File: src/rtl/smpbuf_pkg.sv
package smpbuf_pkg;
  localparam int FLG_OVF   = 0;
  localparam int FLG_ACQ   = 1;
  localparam int FLG_STRT  = 2;
  localparam int FLG_RDY   = 3;
  localparam int FLG_WHI   = 4;
  localparam int FLG_WLO   = 5;
  localparam int FLG_ISTOP = 6;
  localparam int N_IRQ     = 6;
  localparam int N_STAT    = 7;

  typedef enum logic {
    RUN_IDLE = 1'b0,
    RUN_BUSY = 1'b1
  } run_e;
endpackage

File: src/rtl/smpbuf_fifo.sv
module smpbuf_fifo #(
  parameter int DW    = 16,
  parameter int DEPTH = 4
) (
  input  logic                         clk,
  input  logic                         rst_n,
  input  logic                         push,
  input  logic                         pop,
  input  logic [DW-1:0]                wdata,
  output logic [DW-1:0]                rdata,
  output logic [$clog2(DEPTH+1)-1:0]   count,
  output logic                         empty,
  output logic                         ovf
);
  localparam int AW = (DEPTH > 1) ? $clog2(DEPTH) : 1;
  localparam int CW = $clog2(DEPTH + 1);
  localparam logic [AW-1:0] LAST = AW'(DEPTH - 1);
  localparam logic [CW-1:0] FULLC = CW'(DEPTH);

  logic [DW-1:0] mem [DEPTH];
  logic [AW-1:0] wp, rp;
  logic          full, pop_ok, push_ok;

  assign empty   = (count == '0);
  assign full    = (count == FULLC);
  assign pop_ok  = pop && !empty;
  assign push_ok = push && (!full || pop_ok);
  assign ovf     = push && full && !pop_ok;
  assign rdata   = mem[rp];

  always_ff @(posedge clk) begin
    if (push_ok) mem[wp] <= wdata;
  end

  always_ff @(posedge clk or negedge rst_n) begin
    if (!rst_n) begin
      wp    <= '0;
      rp    <= '0;
      count <= '0;
    end else begin
      if (push_ok) wp <= (wp == LAST) ? '0 : wp + 1'b1;
      if (pop_ok)  rp <= (rp == LAST) ? '0 : rp + 1'b1;
      case ({push_ok, pop_ok})
        2'b10:   count <= count + 1'b1;
        2'b01:   count <= count - 1'b1;
        default: count <= count;
      endcase
    end
  end

  p_count_bound_r3: assert property (@(posedge clk) disable iff (!rst_n)
    count <= FULLC);
  p_no_overflow_r4: assert property (@(posedge clk) disable iff (!rst_n)
    ovf |=> $stable(count));
  p_pop_one_r3: assert property (@(posedge clk) disable iff (!rst_n)
    (pop && !empty && !push) |=> (count == $past(count) - 1'b1));
endmodule

File: src/rtl/smpbuf_ctrl.sv
module smpbuf_ctrl
  import smpbuf_pkg::*;
(
  input  logic clk,
  input  logic rst_n,
  input  logic start,
  input  logic stop,
  input  logic abort,
  input  logic dbg,
  output logic running,
  output logic start_ev,
  output logic end_ev,
  output logic incomplete_ev
);
  run_e st;

  assign running       = (st == RUN_BUSY);
  assign start_ev      = !running && start && !dbg;
  assign incomplete_ev = running && (abort || dbg);
  assign end_ev        = running && (stop || abort || dbg);

  always_ff @(posedge clk or negedge rst_n) begin
    if (!rst_n)        st <= RUN_IDLE;
    else if (start_ev) st <= RUN_BUSY;
    else if (end_ev)   st <= RUN_IDLE;
  end

  p_dbg_halts_r9: assert property (@(posedge clk) disable iff (!rst_n)
    dbg |=> (st == RUN_IDLE));
endmodule

File: src/rtl/smpbuf_window.sv
module smpbuf_window #(
  parameter int DW = 16
) (
  input  logic          sample_ev,
  input  logic [DW-1:0] data,
  input  logic [DW-1:0] hi_th,
  input  logic [DW-1:0] lo_th,
  output logic          hi_ev,
  output logic          lo_ev
);
  assign hi_ev = sample_ev && (data > hi_th);
  assign lo_ev = sample_ev && (data < lo_th);
endmodule

File: src/rtl/smpbuf_flags.sv
module smpbuf_flags
  import smpbuf_pkg::*;
#(
  parameter int DW    = 16,
  parameter int DEPTH = 4
) (
  input  logic              clk,
  input  logic              rst_n,
  input  logic              conv_start,
  input  logic              conv_stop,
  input  logic              conv_abort,
  input  logic              dbg_mode,
  input  logic              xfer_off,
  input  logic              smp_valid,
  input  logic [DW-1:0]     smp_data,
  input  logic [DW-1:0]     win_hi_th,
  input  logic [DW-1:0]     win_lo_th,
  input  logic              rd_ready,
  output logic              rd_valid,
  output logic [DW-1:0]     rd_data,
  input  logic [N_STAT-1:0] flag_clr,
  output logic [N_IRQ-1:0]  irq_flags,
  output logic              istop
);
  localparam int CW = $clog2(DEPTH + 1);
  localparam logic [N_STAT-1:0] STICKY = ~(N_STAT'(1) << FLG_RDY);

  logic running, start_ev, end_ev, incomplete_ev;
  logic smp_ev, hi_ev, lo_ev, ovf, empty, acq_set, pend_q;
  logic [CW-1:0]     count;
  logic [N_STAT-1:0] set_vec, stat_q;

  smpbuf_ctrl u_ctrl (
    .clk(clk), .rst_n(rst_n), .start(conv_start), .stop(conv_stop),
    .abort(conv_abort), .dbg(dbg_mode), .running(running),
    .start_ev(start_ev), .end_ev(end_ev), .incomplete_ev(incomplete_ev)
  );

  assign smp_ev = smp_valid && running;

  smpbuf_fifo #(.DW(DW), .DEPTH(DEPTH)) u_fifo (
    .clk(clk), .rst_n(rst_n), .push(smp_ev), .pop(rd_ready),
    .wdata(smp_data), .rdata(rd_data), .count(count),
    .empty(empty), .ovf(ovf)
  );

  smpbuf_window #(.DW(DW)) u_win (
    .sample_ev(smp_ev), .data(smp_data), .hi_th(win_hi_th),
    .lo_th(win_lo_th), .hi_ev(hi_ev), .lo_ev(lo_ev)
  );

  assign acq_set = (end_ev && xfer_off) || (pend_q && empty);

  always_ff @(posedge clk or negedge rst_n) begin
    if (!rst_n)                  pend_q <= 1'b0;
    else if (end_ev && !xfer_off) pend_q <= 1'b1;
    else if (pend_q && empty)    pend_q <= 1'b0;
  end

  always_comb begin
    set_vec            = '0;
    set_vec[FLG_OVF]   = ovf;
    set_vec[FLG_ACQ]   = acq_set;
    set_vec[FLG_STRT]  = start_ev;
    set_vec[FLG_WHI]   = hi_ev;
    set_vec[FLG_WLO]   = lo_ev;
    set_vec[FLG_ISTOP] = incomplete_ev;
  end

  always_ff @(posedge clk or negedge rst_n) begin
    if (!rst_n) stat_q <= '0;
    else        stat_q <= ((stat_q & ~flag_clr) | set_vec) & STICKY;
  end

  assign rd_valid = !empty;
  assign istop    = stat_q[FLG_ISTOP];

  generate
    for (genvar g = 0; g < N_IRQ; g++) begin : g_irq
      if (g == FLG_RDY) begin : g_lvl
        assign irq_flags[g] = !empty;
      end else begin : g_stk
        assign irq_flags[g] = stat_q[g];
      end
    end
  endgenerate

  p_winhi_r5: assert property (@(posedge clk) disable iff (!rst_n)
    (smp_valid && running && (smp_data > win_hi_th)) |=> irq_flags[FLG_WHI]);
  p_winlo_r6: assert property (@(posedge clk) disable iff (!rst_n)
    (smp_valid && running && (smp_data < win_lo_th)) |=> irq_flags[FLG_WLO]);
  p_sticky_ovf_r10: assert property (@(posedge clk) disable iff (!rst_n)
    (irq_flags[FLG_OVF] && !flag_clr[FLG_OVF]) |=> irq_flags[FLG_OVF]);
  p_start_blocked_r2: assert property (@(posedge clk) disable iff (!rst_n)
    dbg_mode |=> !$rose(irq_flags[FLG_STRT]));
  p_acq_fast_r8: assert property (@(posedge clk) disable iff (!rst_n)
    (end_ev && xfer_off) |=> irq_flags[FLG_ACQ]);
  p_istop_idle_r9: assert property (@(posedge clk) disable iff (!rst_n)
    $rose(istop) |-> !running);
  p_abort_wins_r11: assert property (@(posedge clk) disable iff (!rst_n)
    (running && conv_stop && conv_abort) |=> istop);
endmodule

File: config.mk
export PLATFORM = sky130hd
export DESIGN_NAME = smpbuf_flags
export DESIGN_NICKNAME = d
export VERILOG_FILES = /design/src/rtl/smpbuf_pkg.sv /design/src/rtl/smpbuf_fifo.sv /design/src/rtl/smpbuf_ctrl.sv /design/src/rtl/smpbuf_window.sv /design/src/rtl/smpbuf_flags.sv
export SDC_FILE = /design/constraint.sdc
export NUM_CORES = 1
export LEC_CHECK = 0
export ABC_AREA = 0
export ABC_CLOCK_PERIOD_IN_PS = 1500
export BUFFER_PORTS_ARGS = -buffer_cell sky130_fd_sc_hd__clkbuf_2
export CORE_ASPECT_RATIO = 1.4
export CORE_MARGIN = 3
export CORE_UTILIZATION = 49
export DETAILED_ROUTE_END_ITERATION = 6
export PLACE_DENSITY = 0.76
export SLEW_MARGIN = 20
export SYNTH_ARGS = -nofsm -noshare
export SYNTH_HDL_FRONTEND = slang
export SYNTH_SLANG_ARGS = --single-unit
File: constraint.sdc
create_clock -name clk -period 1.5 [get_ports clk]
set_input_delay 0.15 -clock clk [delete_from_list [all_inputs] [get_ports clk]]
set_output_delay 0.15 -clock clk [all_outputs]
set_load 0.1 [all_outputs]
# After elaboration in Yosys (flattened, before gate mapping)
# Memory sizes are Yosys's and may differ from the RTL's.
# Cells that the tools add are included.
# Widths: inputs -> output; s select.
classes:
  add_sub_neg: 4
  mul: 0
  div_mod_pow: 0
  n_lt_le_gt_ge: 2
  n_eq_ne: 5
  shifts: 0
  n_mux: 9
  bitwise: 3
  reduce_logical: 29
op_table:
  columns: ["operator", "n"]
  rows:
  - ["$gt 16x16->1", 1]
  - ["$lt 16x16->1", 1]
  - ["$logic_and 1x1->1", 14]
  - ["$and 7x7->7", 1]
  - ["$not 7->7", 1]
  - ["$or 7x7->7", 1]
  - ["$eq 2x2->1 const B", 3]
  - ["$logic_not 1->1", 6]
  - ["$mux 1", 6]
  - ["$pmux 3 s2", 1]
  - ["$reduce_bool 2->1", 3]
  - ["$logic_or 1x1->1", 5]
  - ["$add 2x1->2 const B", 2]
  - ["$mux 2", 2]
  - ["$add 3x1->3 const B", 1]
  - ["$eq 3x3->1 const B", 1]
  - ["$logic_not 3->1", 1]
  - ["$sub 3x1->3 const B", 1]
  - ["$eq 2x1->1 const B", 1]
word_totals:
  ff_bits: 15
  latch_bits: 0
  mem_bits_rw: 64
  mem_bits_ro: 0
  input_bits: 64
  output_inout_bits: 24
  wordCells: 59
  mem_count: 1
memory_table:
  columns: ["memory", "words", "width", "read_ports", "rd_clocked_by_memory_dff", "wr", "line_no", "source"]
  rows:
  - ["u_fifo.mem", 4, 16, 1, 0, 1, "smpbuf_fifo.sv:20", "logic [DW-1:0] mem [DEPTH];"]

# Longest topological paths before layout
logic_depth:
  depth_word: 7
  ltp_mapped: 7
  ltp_nobuf: 7

# Cells and area by module
# From an unflattened synthesis, not the netlist that was laid out.
hier_totals:
  cells_unflattened: 282
  hier_area_um2: 3965.1
modules_own_cells:
  columns: ["module", "instances", "cells_each", "area_per_inst_um2", "seq_area_each_um2"]
  rows:
  - ["smpbuf_fifo", 1, 138, 2847.7, 2097.0]
  - ["smpbuf_window", 1, 112, 769.5, 0.0]
  - ["smpbuf_flags", 1, 25, 277.8, 175.2]
  - ["smpbuf_ctrl", 1, 7, 70.1, 25.0]

# Least setup slack after synthesis
# OpenSTA, ideal clock, no wires.
synth_path:
  kind: "reg2reg"
  from: "register u_fifo.count[0]"
  to: "register u_fifo.count[2]"
  setup_time_ns: 0.080
  t_arrival_ns: 2.175
  required_time_ns: 1.420
  path_slack_ns: -0.755
  path_stages_with_launch: 8
  path_buffers: 0
  period_less_slack_ns: 2.255
  path_cell_list: "dfrtp_1 > or3_1 > nand3_2 > fa_1 > inv_1 > nor3b_1 > a31oi_1 > xnor2_1"
synth_via:
  elab_chain_len: 7
  elab_cells_between_ends: 13
  cone_classes: "add/sub (2); eq/ne (3); mux (1); reduce/logical (7)"
synth_rtl:
  columns: ["item", "line_no", "source"]
  rows:
  - ["start, declared", "smpbuf_fifo.sv:11", "output logic [$clog2(DEPTH+1)-1:0] count,"]
  - ["start signal, assigned", "smpbuf_fifo.sv:44", "2'b10: count <= count + 1'b1;"]
  - ["start signal, assigned", "smpbuf_fifo.sv:45", "2'b01: count <= count - 1'b1;"]
  - ["start signal, assigned", "smpbuf_fifo.sv:46", "default: count <= count;"]
  - ["$logic_not 3->1 (*)", "smpbuf_fifo.sv:24", "assign empty = (count == '0);"]
  - ["$logic_not 1->1 (*)", null, null]
  - ["via rd_valid", "smpbuf_flags.sv:19", "output logic rd_valid,"]
  - ["$logic_and 1x1->1 (*)", "smpbuf_fifo.sv:26", "assign pop_ok = pop && !empty;"]
  - ["$logic_or 1x1->1", "smpbuf_fifo.sv:27", "assign push_ok = push && (!full || pop_ok);"]
  - ["$logic_and 1x1->1", "smpbuf_fifo.sv:27", null]
  - ["$eq 2x1->1 or $eq 2x2->1 (tied branches)", "smpbuf_fifo.sv:43", "case ({push_ok, pop_ok})"]
  - ["$pmux 3 s2 or $reduce_bool 2->1 (tied branches)", null, null]
# Mark *: on every way through the listed nets, which the timed path passes. The rest lies on a longest branch.
# A chain may end at the register's enable or synchronous reset.

# Worst setup path after layout
layout_path:
  from: "register u_fifo.rp[0]"
  to: "output port rd_data[14]"
layout_via:
  elab_chain_len: 1
layout_rtl:
  columns: ["item", "line_no", "source"]
  rows:
  - ["start, declared", "smpbuf_fifo.sv:21", "logic [AW-1:0] wp, rp;"]
  - ["start signal, assigned", "smpbuf_fifo.sv:42", "if (pop_ok) rp <= (rp == LAST) ? '0 : rp + 1'b1;"]
  - ["$mem_v2 4x16", null, null]
  - ["end, declared", "smpbuf_flags.sv:20", "output logic [DW-1:0] rd_data,"]
# No other way between the ends.

==> flow_summary.yaml <==
critical_path:
  r2r-start: "u_fifo.count[1]"
  crit_type: "flip-flop to output pin"
  regToRegSetupSlack_ns: -0.32
  rr_endpoint: "u_fifo.count[2]"
  slowest_stage: "mux4_2"
  cp-startpoint: "u_fifo.rp[0]"
  slowest_delay_ns: 0.56
  cp_max_fo: 5
  start_kind: "flip-flop"
  worstPathRequired_ns: 1.35
  critPathTopFamily: "multiplexers"
  path_cells: "buf_6, mux4_2, buf_12"
  ff2ff_path_depth: 7
  critical_path_depth: 3
  path_buf_inv: 2
  arrival_ns: 1.69
  crit_end: "rd_data[14]"
  cp-end-kind: "output pin"
place:
  pre_cts_slack_ns: -0.1694
  port_buffers: 86
  dp_hpwl_um: 6673
  dp_cells: 475
  globalplace.congestion: 0.8414
sta:
  worst_pin_slew_ns: 0.5509
  period_share_pct: 122.8
  setup_tns_ns: -6.874
  clock.fmax_ghz: 0.5429
  slew_viol_final: 0
  fin_crit_ns: 1.842
  slew_headroom_pct: 63.43
  rsz0062_at_grt: "yes"
  setup_viol: 58
  clock_skew_ns: 0.007801
  hold_violations: 0
  fin_ws_ns: -0.3420
power_and_ir_drop:
  leakage_nw: 2.412
  total_power_mw: 10.28
  ir_drop_uv: 1764
  power_density_mw_per_mm2: 1868
detailed_routing:
  drt_iter0_markers: 237
  detail_route.wl_per_cell_um: 18.99
  met1Wirelength_um: 3511
  drt_wl_total_um: 9667
  routed_via_density: 5.377
  antenna_left: 0
  highest_layer: "met4"
  via_count: 2737
  wl_met2_um: 5362
  first_pass_iters: 4
  wl_met3_um: 436
  drc: 0
layout:
  final_core_util_pct: 73.37
  nNetsFinal: 508
  drive_above_1_share_pct: 43.93
  fillers: 472
  diodes: 0
  final_cells: 509
  area_growth_syn_to_layout_pct: 42.24
synthesis:
  synth_seq_area_share_pct: 59.38
  synth.distinct_cells: 44
  syn_avg_cell_area_um2: 14.44
  syn-cell-area_mm2: 0.003869
  synth_seq_cells: 79
  syn_inst: 268
  syn-num-nets: 369
  synth_ff_type: "edfxtp_1"
  async_flop_share_pct: 18.99
  synth_warnings: 0
  synth_edf_count: 64
global_route:
  grt_max_degree: 17
  grt_usage_pct: 21.98
  grt_pass1_wl_um: 14390
  grt_pass1_vias: 2988
  antenna_found_initial: 0
  overflow: 0
cts:
  ctsRootBufferMaster: "clkbuf_8"
  htreeDepth: 3
  cts_tree: "built"
  cts-buffers-inserted: 9
  path_clk_slew_ns: 0.08
  clock_sinks: 79
  cts_max_path_buffers: 2
  clk_latency_ns: 0.35
status:
  violations: "negative setup slack"
  outcome: "finished, violations left"
floorplanning:
  pin_count: 88
  start_util_pct: 51.58
  num_rows: 37
  dieArea_mm2: 0.009012
  die_width_um: 81.10
  core_area_mm2: 0.007500
  dieHeight_um: 111.1
min_path:
  worstHoldPathType: "input port to flip-flop"
  hold_depth: 1
flow_run:
  cap_violations: 0
[cell usage after synthesis (all sizes together) (2+ instances only)]
library cell | count | share of area (%)
buf | 4 | 0.65
inv | 46 | 4.5
nand3 | 4 | 0.65
o21ai | 9 | 1.2
ha | 36 | 12
nand2 | 8 | 0.78
o22ai | 2 | 0.32
dfrtp | 15 | 9.7
mux4 | 16 | 9.3
nor2 | 6 | 0.65
and2 | 4 | 0.65
nand4 | 7 | 1.3
xnor2 | 2 | 0.45
o221ai | 2 | 0.45
o31ai | 2 | 0.52
edfxtp | 64 | 50
or3 | 2 | 0.32
a21oi | 11 | 1.4
nor3 | 3 | 0.39
nand2b | 2 | 0.32
a211oi | 2 | 0.39
a21o | 4 | 0.78
[layer usage]
| layer | GRT usage (%) | vias to the layer above |
|---|---|---|
| met1 | 23.44 | 1323 |
| met3 | 3.496 | 24 |
| met4 | 17.14 | 0 |
| li1 | - | 1279 |
| met5 | 0 | - |
| met2 | 37.30 | 111 |
[worst reg2reg max path, cell delays in order (launching register included)]
cell and delay [ns]:
dfrtp_2 0.42, or3_4 0.42, nand3_4 0.08, fa_2 0.21, inv_2 0.06, nor3b_4 0.23, a31oi_1 0.08, xnor2_1 0.20
[cells in the final DEF (no fill, tap or decap), types with 2 or more instances in the layout]
master,count
clkbuf_2,68
edfxtp_1,64
inv_1,44
ha_1,34
buf_4,28
buf_12,22
mux4_2,16
a21oi_1,11
dfrtp_1,11
o21ai_0,9
clkbuf_8,9
nand2_1,8
dlygate4sd3_1,7
buf_6,7
nand4_1,6
nor2_1,5
a21o_1,4
and2_4,4
bufinv_16,4
nor3_1,3
nand3_1,3
dfrtp_2,3
o221ai_1,2
a211oi_1,2
inv_2,2
o22ai_1,2
nand2b_1,2
ha_4,2
inv_6,2
[cells by family after synthesis]
| kind of cell | Yosys count | share of synthesized area (%) |
|---|---|---|
| mux | 18 | 9.864 |
| flops | 79 | 59.38 |
| buf+inv | 51 | 5.207 |
| fa+ha+maj | 37 | 12.16 |
| simple gates | 41 | 6.145 |
| compound gates | 40 | 6.792 |
| xor+xnor | 2 | 0.4529 |
[timing repair]
item,in CTS,in global routing
gates cloned,0,1
hold buffers,7,0
endpoints found under the setup margin,84,61
hold endpoints to repair,21,0
buffers inserted,3,8
gates resized for setup,9,16
pin swaps,5,9
[metrics by stage]
stage / area, um2 / hold slack, ns
detailed placement: 4974 / 0.1089
CTS: 5360 / 0.04221
global route: 5503 / 0.05641
floorplan: 3928 / -0.1456
global placement: 4974 / 0.09373
finish: 5503 / 0.05287
[state kept, by name (all words and copies together), names as in the netlist]
signal / flops
u_ctrl.running: 1
stat_q: 6
u_fifo.rp: 2
pend_q: 1
u_fifo.count: 3
u_fifo.mem: 64
u_fifo.wp: 2
[how the worst min path moves through the flow]
stage | endpoint | start | slack, ns
after detailed placement | stat_q[1] | rst_n | 0.11
after floorplan | pend_q | rst_n | -0.15
after global routing | u_fifo.mem[3][10] | smp_data[10] | 0.06
after global placement | stat_q[1] | rst_n | 0.09
final | u_fifo.mem[3][10] | smp_data[10] | 0.05
after CTS | u_fifo.mem[3][10] | smp_data[10] | 0.04
[final cells by class]
| type | instances | area [um2] | share of cell area, % |
|---|---|---|---|
| Multi-Input combinational cell | 138 | 1473 | 26.76 |
| Clock inverter | 7 | 142.6 | 2.592 |
| Timing Repair Buffer | 133 | 1165 | 21.17 |
| Inverter | 46 | 172.7 | 3.138 |
| Sequential cell | 79 | 2305 | 41.88 |
| Tap cell | 97 | 121.4 | 2.206 |
| Clock buffer | 9 | 123.9 | 2.251 |
[power by group]
group	internal [mW]	switching, mW
sequential	2.60	0.151
clock	1.28	0.788
combinational	2.21	3.25
total	6.09	4.18
(Power assumes the default switching activity.)
